$ cat config.mk
export PLATFORM = sky130hd
export DESIGN_NAME = cfg_logic_array
export DESIGN_NICKNAME = d
export VERILOG_FILES = /design/src/rtl/cfg_logic_array.sv
export SDC_FILE = /design/constraint.sdc
export NUM_CORES = 1
export LEC_CHECK = 0
export ABC_AREA = 1
export CAP_MARGIN = 0
export CORE_UTILIZATION = 55
export CTS_CLUSTER_SIZE = 10
export DETAILED_ROUTE_END_ITERATION = 10
export MAX_ROUTING_LAYER = met4
export PLACE_DENSITY = 0.79
export REMOVE_ABC_BUFFERS = 1
export SYNTH_ARGS = -nofsm -noshare
export SYNTH_HDL_FRONTEND = slang
export SYNTH_SLANG_ARGS = --single-unit
export TNS_END_PERCENT = 1
$ cat constraint.sdc
create_clock -name clk -period 2.6 [get_ports clk]
set_input_delay 0.39 -clock clk [delete_from_list [all_inputs] [get_ports clk]]
set_output_delay 0.39 -clock clk [all_outputs]
set_load 0.02 [all_outputs]
$ cat src/rtl/cfg_logic_array.sv
module cfg_logic_array #(
  parameter int NIN = 4,
  parameter int NTERM = 16,
  parameter int NOUT = 4,
  parameter bit AND_FIXED = 1'b0,
  parameter bit OR_FIXED = 1'b0,
  localparam int LW = 2 * NIN,
  localparam int CW = (LW > NTERM) ? LW : NTERM,
  localparam int TAW = (NTERM > 1) ? $clog2(NTERM) : 1,
  localparam int OAW = (NOUT > 1) ? $clog2(NOUT) : 1,
  localparam int AW = (TAW > OAW) ? TAW : OAW,
  localparam int G = NTERM / NOUT
) (
  input  logic            clk,
  input  logic            rst_n,
  input  logic            load_en,
  input  logic            cfg_we,
  input  logic            cfg_erase,
  input  logic            cfg_plane,
  input  logic [AW-1:0]   cfg_addr,
  input  logic [CW-1:0]   cfg_data,
  input  logic [NIN-1:0]  x,
  output logic [NOUT-1:0] y
);

  localparam logic [AW:0] NT_LIM = (AW+1)'(NTERM);
  localparam logic [AW:0] NO_LIM = (AW+1)'(NOUT);

  logic [LW-1:0]    and_map [NTERM];
  logic [NTERM-1:0] or_map  [NOUT];
  logic [LW-1:0]    lits;
  logic [NTERM-1:0] term;
  logic [NOUT-1:0]  raw;

  wire and_wr = load_en && cfg_we && !cfg_erase && !cfg_plane && ({1'b0, cfg_addr} < NT_LIM);
  wire or_wr  = load_en && cfg_we && !cfg_erase &&  cfg_plane && ({1'b0, cfg_addr} < NO_LIM);
  wire wipe   = load_en && cfg_erase;

  function automatic logic [LW-1:0] minterm_row(int k);
    logic [LW-1:0] r;
    for (int i = 0; i < NIN; i++) begin
      r[2*i]   = ((k >> i) & 1) == 1;
      r[2*i+1] = ((k >> i) & 1) == 0;
    end
    return r;
  endfunction

  function automatic logic [NTERM-1:0] group_row(int j);
    logic [NTERM-1:0] r;
    for (int k = 0; k < NTERM; k++) r[k] = (k / G) == j;
    return r;
  endfunction

  generate
    if (AND_FIXED) begin : g_and_fixed
      for (genvar k = 0; k < NTERM; k++) begin : g_row
        assign and_map[k] = minterm_row(k);
      end
      assert_single_minterm_R8: assert property (@(posedge clk) disable iff (!rst_n)
        $countones(term) == 1);
    end else begin : g_and_prog
      always_ff @(posedge clk or negedge rst_n) begin
        if (!rst_n) begin
          for (int k = 0; k < NTERM; k++) and_map[k] <= '1;
        end else if (wipe) begin
          for (int k = 0; k < NTERM; k++) and_map[k] <= '1;
        end else if (and_wr) begin
          and_map[cfg_addr[TAW-1:0]] <= cfg_data[LW-1:0];
        end
      end
      assert_and_write_R6: assert property (@(posedge clk) disable iff (!rst_n)
        and_wr |=> and_map[$past(cfg_addr[TAW-1:0])] == $past(cfg_data[LW-1:0]));
      for (genvar k = 0; k < NTERM; k++) begin : g_wipe_chk
        assert_and_erased_R5: assert property (@(posedge clk) disable iff (!rst_n)
          wipe |=> and_map[k] == '1);
      end
    end

    if (OR_FIXED) begin : g_or_fixed
      for (genvar j = 0; j < NOUT; j++) begin : g_row
        assign or_map[j] = group_row(j);
        assert_group_R9: assert property (@(posedge clk) disable iff (!rst_n)
          (!load_en && |term[j*G +: G]) |-> y[j]);
      end
    end else begin : g_or_prog
      always_ff @(posedge clk or negedge rst_n) begin
        if (!rst_n) begin
          for (int j = 0; j < NOUT; j++) or_map[j] <= '1;
        end else if (wipe) begin
          for (int j = 0; j < NOUT; j++) or_map[j] <= '1;
        end else if (or_wr) begin
          or_map[cfg_addr[OAW-1:0]] <= cfg_data[NTERM-1:0];
        end
      end
      for (genvar j = 0; j < NOUT; j++) begin : g_empty_chk
        assert_empty_or_R4: assert property (@(posedge clk) disable iff (!rst_n)
          (!load_en && or_map[j] == '0) |-> !y[j]);
      end
    end
  endgenerate

  always_comb begin
    for (int i = 0; i < NIN; i++) begin
      lits[2*i]   = x[i];
      lits[2*i+1] = ~x[i];
    end
  end

  generate
    for (genvar k = 0; k < NTERM; k++) begin : g_term
      assign term[k] = &(~and_map[k] | lits);
      assert_blank_term_R3: assert property (@(posedge clk) disable iff (!rst_n)
        (and_map[k] == '0) |-> term[k]);
      assert_clash_term_R3: assert property (@(posedge clk) disable iff (!rst_n)
        (&and_map[k][1:0]) |-> !term[k]);
    end
    for (genvar j = 0; j < NOUT; j++) begin : g_sum
      assign raw[j] = |(or_map[j] & term);
    end
  endgenerate

  assign y = load_en ? '0 : raw;

endmodule

==> results by group <==
Run status
  • Run status: completed

Worst setup path
  • Slowest-stage cell, CP: bufbuf_16
  • Startpoint Class: input pin
  • WS Path Type: input pin to output pin
  • Crit end category: output pin
  • Required @ worst endpoint: 2.21 ns
  • Reg2Reg Depth: 2
  • Critical path data arrival time: 2.12 ns
  • Worst-path cell chain: dlygate4sd2_1 > bufbuf_16 > o21ai_0 > nor2_1 > buf_4 > nand3_1 > nand2_1 > nor2_1 > nand2_1 > nor2_1 > nor2_1 > buf_4
  • Crit Path Max Fanout: 16
  • Slowest cell delay on critical path: 0.33 ns
  • CP most frequent cell: nor2_1

CTS
  • CTS HTree Levels: 4
  • Num Clock Sinks: 192
  • CTS tree: built
  • Max Root-Sink Buffers: 2
  • CTS clk-pin slew, worst paths: 0.06 ns
  • Clock root buffer: clkbuf_16
  • Worst-skew pair later-pin latency: 0.43 ns
  • Total CTS buffers: 17

Synthesis
  • Ys async rst share: 100%
  • Top area cells in the synthesized netlist: dfstp_2 56%, nor2_1 10%, nand2_1 9.2%
  • Yosys top cell area share: 55.7%
  • Flops & latches, synth: 192
  • Yosys top cell by area: dfstp_2
  • Synth warn: 0
  • Netlist cell types: 26
  • Simple-gate share of the synthesized area: 23.8%
  • Cell with the most instances after synthesis: nor2_1
  • Post-Synth XOR/XNOR Area: 0%
  • Largest family of logic cells by synthesized area: simple AND/OR/NAND/NOR gates
  • Synth Area per Inst: 8.56 um2
  • Post-synthesis instance area: 0.00905 mm2
  • Post-synth top flop: dfstp_2
  • Post-Synth Adder-Cell Area: 0%
  • Post-Syn Instances: 1057
  • Synth top cells by count: 248 x nor2_1, 221 x nand2_1, 192 x dfstp_2, 159 x a21oi_1, 66 x nand3_1
  • Post-synth EDFFs: 0
  • Multiplexer area fraction after synthesis: 0.111%
  • Seq/Total Area, Yosys: 55.7%
  • Post-synthesis compound-gate area fraction: 15.1%

GRT
  • Gr usage total: 30.9%
  • Vias in the first global route: 7268
  • Largest net degree at the start of global routing: 50
  • First-pass GRT wire length: 37.7 mm
  • Initial antenna violation count: 0
  • Total global routing overflow: 0

Floorplanning
  • DIE AREA: 0.0170 mm2
  • DIE HEIGHT: 130 um
  • Initial core utilization: 56.6%
  • Core area: 0.0160 mm2
  • Die width: 130 um
  • Row count: 46
  • Boundary pin count: 34

Cells and area
  • Final net count: 1150
  • Antenna Cells: 0
  • Filler cells: 1318
  • Area delta synth->final: 16.7%
  • Share of layout cells above drive strength 1: 29.8%
  • Post-Layout Cell Count: 1348

Placement
  • IO Port Bufs: 33
  • Final GP Congestion: 0.942
  • DPL Wire Length: 15.4 mm
  • DP Cell Count: 1315

STA
  • Slew Limit Fails: 0
  • Final setup violation count: 0
  • Tmin final: 2.51 ns
  • Setup TNS: 0 ns
  • RSZ-0062 raised after global routing: false
  • Final Hold Fails: 0
  • Worst-Margin Slew: 0.887 ns
  • Fmax: 0.399 GHz
  • Slew margin rel.: 40.6%
  • WHS: 0.213 ns
  • Final clock skew: 0 ns
  • Fin crit share: 96.5%

Route
  • Iteration-0 DRC Markers: 505
  • Routed wire per std cell: 17.3 um
  • TritonRoute pass-1 iters: 5
  • Via density: 5.50
  • Total wire length: 23.3 mm
  • DRC Markers: 0
  • Antenna-violating nets left: 0
  • Vias: 7419

Power and ir drop
  • Tot Pwr: 7.69 mW
  • Cell Pwr Density: 728 mW/mm2
  • Peak supply drop: 0.519 mV
  • Leakage: 4.69 nW

Flow run
  • # Max-Cap Violations: 0

Min path
  • Class of the worst hold path: input pin to asynchronous set/reset pin
==> state kept, by name (all words and copies together) (netlist names) <==
name     count
or_map      64
and_map    128
==> metrics by stage <==
stage	cell area, um2	utilization [%]	setup slack [ns]
detailed placement	9940	62.1	-0.504
global placement	9940	62.1	-0.476
floorplan	8730	-	-0.0800
CTS	10500	65.9	-0.00766
finish	10600	66.0	0.0911
global route	10600	66.0	0.00124
==> power by group <==
part	internal (mW)	switching, mW	total, mW
Combinational	0.514	0.840	1.35
Sequential	3.67	0.218	3.89
Clock	1.34	1.11	2.44
==> path summary, 6_finish.rpt <==
check | from | end | slack [ns]
setup reg to reg | and_map[26]$_DFFE_PN1P_ | and_map[26]$_DFFE_PN1P_ | 1.75
setup / recovery | x[3] | y[1] | 0.09
min in group clk | and_map[16]$_DFFE_PN1P_ | and_map[16]$_DFFE_PN1P_ | 0.48
hold / removal | rst_n | and_map[28]$_DFFE_PN1P_ | 0.21
hold reg to reg | and_map[16]$_DFFE_PN1P_ | and_map[16]$_DFFE_PN1P_ | 0.48
max in group asynchronous | rst_n | or_map[56]$_DFFE_PN1P_ | 1.92
==> layout by cell type (no fill, tap or decap), drive strengths merged, types with 2 or more instances in the layout <==
master and n:
dlymetal6s2s 2, nand4 2, clkinvlp 9, a21oi 175, nand2 222, clkdlybuf4s50 24, inv 40, buf 68
nand3 66, o31ai 10, nor2 249, clkbuf 22, dfstp 192, o21ai 43
==> worst max-delay path: cells and delay by family <==
| kind | cells | cell delay [ns] |
|---|---|---|
| AOI/OAI and AO/OA | 1 | 0.16 |
| buffers and inverters | 4 | 0.97 |
| and+or+nand+nor | 7 | 0.58 |
==> area by class of cell <==
cell class	count	area [um2]	area share, %
Clock buffer	22	454	4.30
Clock inverter	9	87.6	0.829
Inverter	41	160	1.52
Multi-Input combinational cell	770	3580	33.9
Sequential cell	192	5040	47.8
Tap cell	216	270	2.56
Timing Repair Buffer	97	953	9.03
Timing Repair inverter	1	7.51	0.0711
==> per-layer routing <==
metal	wire, um	vias up	share of wire, %	global-route usage (%)
met1	9800	3585	42	38.3
met4	854	0	3.7	12.7
met5	0	-	0	-
li1	-	3551	-	-
met3	1250	56	5.4	5.99
met2	11400	227	49	49.7
==> timing repair <==
action | CTS | global route
gates cloned | 2 | 0
gates resized for setup | 32 | 15
setup buffers | 0 | 0
hold buffers | 0 | 0
pin swaps | 0 | 1
setup endpoints to repair | 4 | 4
==> kinds of logic after synthesis <==
logic type	count (synthesis)
simple gates	541
compound gates	228
mux	1
buf+inv	95
flops	192
(Power assumes the default switching activity.)
